## src/rtl/ptr_snapshot_pkg.sv

```systemverilog
package ptr_snapshot_pkg;

    localparam int BYTE_W = 8;

    typedef enum logic [1:0] {
        BUS_IDLE,
        BUS_PTR,
        BUS_WR,
        BUS_RD
    } bus_state_t;

    typedef enum logic [1:0] {
        PWR_OFF,
        PWR_RECOVER,
        PWR_ON
    } pwr_state_t;

endpackage

```

## src/rtl/ptr_pwr_gate.sv

```systemverilog
module ptr_pwr_gate
    import ptr_snapshot_pkg::*;
#(
    parameter int REC_CYCLES = 64
) (
    input  logic clk,
    input  logic rst_n,
    input  logic pwr_good,
    output logic access_ok
);

    localparam int CNT_W = $clog2(REC_CYCLES + 1);
    localparam logic [CNT_W-1:0] CNT_LAST = CNT_W'(REC_CYCLES - 1);

    pwr_state_t state_q, state_d;
    logic [CNT_W-1:0] cnt_q, cnt_d;

    always_ff @(posedge clk or negedge rst_n) begin
        if (!rst_n) begin
            state_q <= PWR_OFF;
            cnt_q   <= '0;
        end else begin
            state_q <= state_d;
            cnt_q   <= cnt_d;
        end
    end

    always_comb begin
        state_d = state_q;
        cnt_d   = cnt_q;
        unique case (state_q)
            PWR_OFF: begin
                cnt_d = '0;
                if (pwr_good) state_d = PWR_RECOVER;
            end
            PWR_RECOVER: begin
                if (!pwr_good) begin
                    state_d = PWR_OFF;
                    cnt_d   = '0;
                end else if (cnt_q == CNT_LAST) begin
                    state_d = PWR_ON;
                end else begin
                    cnt_d = cnt_q + 1'b1;
                end
            end
            PWR_ON: begin
                if (!pwr_good) state_d = PWR_OFF;
            end
            default: state_d = PWR_OFF;
        endcase
    end

    assign access_ok = pwr_good && (state_q == PWR_ON);

endmodule

```

## src/rtl/ptr_shadow.sv

```systemverilog
module ptr_shadow
    import ptr_snapshot_pkg::*;
#(
    parameter int TIME_LOCS = 7
) (
    input  logic                          clk,
    input  logic                          rst_n,
    input  logic                          refresh,
    input  logic [TIME_LOCS*BYTE_W-1:0]   live_time,
    output logic [TIME_LOCS*BYTE_W-1:0]   shadow
);

    for (genvar i = 0; i < TIME_LOCS; i++) begin : g_byte
        always_ff @(posedge clk or negedge rst_n) begin
            if (!rst_n) begin
                shadow[i*BYTE_W +: BYTE_W] <= '0;
            end else if (refresh) begin
                shadow[i*BYTE_W +: BYTE_W] <= live_time[i*BYTE_W +: BYTE_W];
            end
        end
    end

endmodule

```

## src/rtl/ptr_read_mux.sv

```systemverilog
module ptr_read_mux
    import ptr_snapshot_pkg::*;
#(
    parameter int TIME_LOCS = 7,
    parameter int PTR_W     = 4
) (
    input  logic [PTR_W-1:0]              ptr,
    input  logic                          access_ok,
    input  logic [TIME_LOCS*BYTE_W-1:0]   shadow,
    input  logic [BYTE_W-1:0]             ctrl_byte,
    input  logic [BYTE_W-1:0]             chg_byte,
    input  logic [BYTE_W-1:0]             flag_byte,
    output logic [BYTE_W-1:0]             rbyte
);

    localparam logic [PTR_W-1:0] LOC_CTRL = PTR_W'(TIME_LOCS);
    localparam logic [PTR_W-1:0] LOC_CHG  = PTR_W'(TIME_LOCS + 1);
    localparam logic [PTR_W-1:0] LOC_FLAG = PTR_W'(TIME_LOCS + 2);

    always_comb begin
        rbyte = '1;
        if (access_ok) begin
            if (ptr < LOC_CTRL) begin
                rbyte = shadow[int'(ptr)*BYTE_W +: BYTE_W];
            end else if (ptr == LOC_CTRL) begin
                rbyte = ctrl_byte;
            end else if (ptr == LOC_CHG) begin
                rbyte = chg_byte;
            end else if (ptr == LOC_FLAG) begin
                rbyte = flag_byte;
            end
        end
    end

endmodule

```

## src/rtl/ptr_snapshot_regs.sv

```systemverilog
module ptr_snapshot_regs
    import ptr_snapshot_pkg::*;
#(
    parameter int TIME_LOCS  = 7,
    parameter int REC_CYCLES = 64
) (
    input  logic                          clk,
    input  logic                          rst_n,
    input  logic                          pwr_good,
    input  logic                          bus_start,
    input  logic                          bus_stop,
    input  logic                          addr_valid,
    input  logic                          addr_rnw,
    input  logic                          wbyte_valid,
    input  logic [7:0]                    wbyte,
    input  logic                          rbyte_ack,
    output logic [7:0]                    rbyte,
    input  logic [TIME_LOCS*8-1:0]        live_time,
    input  logic [7:0]                    ctrl_byte,
    input  logic [7:0]                    chg_byte,
    input  logic [7:0]                    flag_byte,
    output logic                          reg_we,
    output logic [$clog2(TIME_LOCS+3)-1:0] reg_idx,
    output logic [7:0]                    reg_wdata,
    output logic [$clog2(TIME_LOCS+3)-1:0] cur_ptr,
    output logic                          access_ok
);

    localparam int MAP_LOCS = TIME_LOCS + 3;
    localparam int PTR_W    = $clog2(MAP_LOCS);
    localparam logic [PTR_W-1:0] LOC_CTRL = PTR_W'(TIME_LOCS);
    localparam logic [PTR_W-1:0] LOC_LAST = PTR_W'(MAP_LOCS - 1);

    bus_state_t       st_q, st_d;
    logic [PTR_W-1:0] ptr_q, ptr_d;
    logic             refresh;
    logic [TIME_LOCS*BYTE_W-1:0] shadow_q;

    function automatic logic [PTR_W-1:0] step_ptr(input logic [PTR_W-1:0] p);
        if (p == LOC_CTRL || p == LOC_LAST) return '0;
        return p + 1'b1;
    endfunction

    function automatic logic [PTR_W-1:0] load_ptr(input logic [BYTE_W-1:0] b);
        if (b < BYTE_W'(MAP_LOCS)) return b[PTR_W-1:0];
        return '0;
    endfunction

    ptr_pwr_gate #(.REC_CYCLES(REC_CYCLES)) u_gate (
        .clk       (clk),
        .rst_n     (rst_n),
        .pwr_good  (pwr_good),
        .access_ok (access_ok)
    );

    ptr_shadow #(.TIME_LOCS(TIME_LOCS)) u_shadow (
        .clk       (clk),
        .rst_n     (rst_n),
        .refresh   (refresh),
        .live_time (live_time),
        .shadow    (shadow_q)
    );

    ptr_read_mux #(.TIME_LOCS(TIME_LOCS), .PTR_W(PTR_W)) u_mux (
        .ptr       (ptr_q),
        .access_ok (access_ok),
        .shadow    (shadow_q),
        .ctrl_byte (ctrl_byte),
        .chg_byte  (chg_byte),
        .flag_byte (flag_byte),
        .rbyte     (rbyte)
    );

    always_ff @(posedge clk or negedge rst_n) begin
        if (!rst_n) begin
            st_q  <= BUS_IDLE;
            ptr_q <= '0;
        end else begin
            st_q  <= st_d;
            ptr_q <= ptr_d;
        end
    end

    always_comb begin
        st_d      = st_q;
        ptr_d     = ptr_q;
        refresh   = 1'b0;
        reg_we    = 1'b0;
        reg_idx   = ptr_q;
        reg_wdata = wbyte;
        if (access_ok) begin
            if (bus_start || bus_stop) begin
                st_d    = BUS_IDLE;
                refresh = 1'b1;
            end else if (addr_valid) begin
                st_d = addr_rnw ? BUS_RD : BUS_PTR;
            end else if (wbyte_valid) begin
                unique case (st_q)
                    BUS_PTR: begin
                        ptr_d = load_ptr(wbyte);
                        st_d  = BUS_WR;
                    end
                    BUS_WR: begin
                        reg_we  = 1'b1;
                        ptr_d   = step_ptr(ptr_q);
                        refresh = (step_ptr(ptr_q) == '0);
                    end
                    BUS_IDLE, BUS_RD: ;
                    default: st_d = BUS_IDLE;
                endcase
            end else if (rbyte_ack && st_q == BUS_RD) begin
                ptr_d   = step_ptr(ptr_q);
                refresh = (step_ptr(ptr_q) == '0);
            end
        end
    end

    assign cur_ptr = ptr_q;

endmodule

```

## config.mk

```make
export PLATFORM = sky130hd
export DESIGN_NAME = ptr_snapshot_regs
export DESIGN_NICKNAME = d
export VERILOG_FILES = /design/src/rtl/ptr_snapshot_pkg.sv /design/src/rtl/ptr_pwr_gate.sv /design/src/rtl/ptr_shadow.sv /design/src/rtl/ptr_read_mux.sv /design/src/rtl/ptr_snapshot_regs.sv
export SDC_FILE = /design/constraint.sdc
export NUM_CORES = 1
export LEC_CHECK = 0
export BUFFER_PORTS_ARGS = -buffer_cell sky130_fd_sc_hd__buf_2
export CORE_AREA = 5 5 104 106
export CTS_CLUSTER_DIAMETER = 50
export DETAILED_ROUTE_END_ITERATION = 12
export DIE_AREA = 0 0 109 111
export GPL_ROUTABILITY_DRIVEN = 0
export PLACE_DENSITY = 0.78
export SYNTH_ARGS = -nofsm -noshare
export SYNTH_HDL_FRONTEND = slang
export SYNTH_SLANG_ARGS = --single-unit
```

## constraint.sdc

```tcl
create_clock -name clk -period 3.45 [get_ports clk]
set_input_delay 0.69 -clock clk [delete_from_list [all_inputs] [get_ports clk]]
set_output_delay 0.69 -clock clk [all_outputs]
set_load 0.02 [all_outputs]
```

==> impl_metrics.yaml <==
job:
  drv_cap: 0
clock_tree:
  post_cts_resized: 0
  post-cts-setup-buffer-count: 0
  cts_hold_buf: 0
  htreeDepth: 3
  clockBufferDepth: 2
  cts_tree: "yes"
  clk_latency_ns: 0.33
  path_clk_slew_ns: 0.08
  root_buffer: "clkbuf_8"
  cts_buffers: 9
  clock-sinks: 71
routing:
  routed_via_density: 5.07
  ant_nets: 0
  routedWlPerCell_um: 16.5
  vias: 3005
  wl_um: 9770
  drt-initial-drc-count: 156
  firstDrtPassIters: 4
  drc_errors: 0
global_routing:
  overflow: 0
  grt_pass1_vias: 3159
  grt_pass1_wl_um: 15600
  grt.total_usage_pct: 16.4
  antenna_found_initial: 0
  grt_max_degree: 57
pwr:
  irDropWorstVdd_v: 0.000209
  power.density_nw_per_um2: 340
  power.leakage_nw: 2.52
placement:
  dp_hpwl_um: 7620
  io_buffers: 122
  dp_cells: 578
sta:
  max_freq_ghz: 0.324
  slew-limit-headroom_pct: 62.3
  post-route-min-period_ns: 3.08
  grt_setup_unrepaired: "no"
  tightest_slew_ns: 0.562
  fin_tns_setup_ns: 0
  post-route-period-util_pct: 89.4
  final-max-slew-violation-count: 0
  worst_clock_skew_ns: 0.00806
  setup_viol: 0
  finalHoldViolations: 0
yosys:
  syn_inst: 349
  ys_ff_latch: 71
  synth_nets: 450
  synth.yosys.seq_area_share_pct: 43.4
  yosys.area.top_type: "dfrtp_1"
  synth_edf_count: 0
  synth_area_um2: 4090
  yosysWarnings: 0
  ys_types: 44
  postSynthAreaPerCell_um2: 11.7
  async_flop_share_pct: 100
  ys.flop_type: "dfrtp_1"
  yosys-top-cells-area: "dfrtp_1, mux2_4, mux2_2"
  synth_top_cell_area_share_pct: 43.4
critical_path:
  cp.arrival_ns: 2.39
  cp-start-kind: "flip-flop"
  end_kind: "output pin"
  crit_type: "flip-flop to output pin"
  cp.required_ns: 2.76
  path_max_fanout: 14
layout:
  drive_gt1_share_pct: 46.5
  fin_nets: 557
  final_cell_mix: "buf_2, dfrtp_1, mux2_4"
  final_common_cell: "buf_2"
  final_core_util_pct: 50.7
  antenna_cells: 0
  area_growth_pct: 19.8
  stdcell_count: 593
floorplanning:
  dieWidth_um: 109
  core_um2: 9680
  fp-row-count: 36
  boundaryPins: 123
  dieArea_um2: 12100
  die_y_um: 111
  start_util_pct: 42.3
worst_hold_path:
  hp-class: "input port to asynchronous set/reset pin"
run_status:
  status: "completed"
[critical path: stages (launching register included)]
cell	delay (ns)
dfrtp_1	0.38
buf_4	0.18
ha_1	0.35
nor2b_1	0.48
a21oi_1	0.16
o221ai_1	0.28
buf_2	0.23
[power by group]
| part | internal [mW] | leakage [nW] | switching [mW] | total [mW] |
|---|---|---|---|---|
| Sequential | 0.833 | 0.989 | 0.00156 | 0.835 |
| Combinational | 0.0509 | 1.42 | 0.0562 | 0.107 |
| Clock | 0.424 | 0.109 | 0.301 | 0.725 |
[routing by layer]
layer | GRT usage (%) | share of wire [%]
met2 | 26.1 | 48
met4 | 6.73 | 2.4
met1 | 22.0 | 43
met5 | 0 | 0
met3 | 2.50 | 7.0
[flip-flops by register name, summed over array words and instances (netlist names)]
register,flops
cur_ptr,4
st_q,2
u_gate.cnt_q,7
u_gate.state_q,2
u_shadow.shadow,56
[final cells by class]
class | instances | area, µm²
Fill cell | 839 | 4780
Multi-Input combinational cell | 239 | 2040
Sequential cell | 71 | 1780
Timing Repair Buffer | 130 | 683
Tap cell | 133 | 166
Clock buffer | 10 | 138
Clock inverter | 5 | 81.3
Inverter | 5 | 18.8
[final timing paths]
path                                            end  cells past startpoint             from  slack [ns]
worst max register to register  u_shadow.shadow[22]                      8       cur_ptr[0]        0.54
worst min register to register      u_gate.cnt_q[6]                      1  u_gate.cnt_q[6]        0.49
max in group asynchronous        u_shadow.shadow[9]                      2            rst_n        2.43
min in group clk                    u_gate.cnt_q[6]                      1  u_gate.cnt_q[6]        0.49
worst max-delay path                       rbyte[3]                      6       cur_ptr[0]        0.37
worst min-delay path            u_shadow.shadow[37]                      1            rst_n        0.27
[synth_stat cells (5+ instances only)]
cell,n
o221ai_1,7
nor2b_1,20
buf_4,16
nor3_1,5
buf_2,5
dfrtp_1,71
a21oi_1,24
mux2_2,17
o21ai_0,24
mux2i_1,10
nand2_1,30
mux4_2,8
clkbuf_1,7
inv_1,5
mux2_4,40
nor2_1,11
[cell families after synthesis]
family,count (synthesis),share of synthesized area (%)
multiplexers,75,26.2
buffers and inverters,39,7.00
adder cells (fa/ha/maj),4,1.22
AND/OR/NAND/NOR,80,9.75
AO/OA/AOI/OAI,79,12.2
XOR/XNOR,1,0.214
flip-flops,71,43.4
[per-stage QoR]
step / power (mW) / hold slack (ns) / area, µm² / setup WS (ns)
final: 1.67 / 0.269 / 4910 / 0.366
after global routing: 1.74 / 0.288 / 4910 / 0.130
after CTS: 1.68 / 0.266 / 4910 / 0.408
after detailed placement: 0.961 / 0.480 / 4690 / 0.611
after global placement: 0.958 / 0.475 / 4690 / 0.716
after floorplan: 0.880 / 0.394 / 4090 / 0.573
Power figures use the tool's default switching activity.
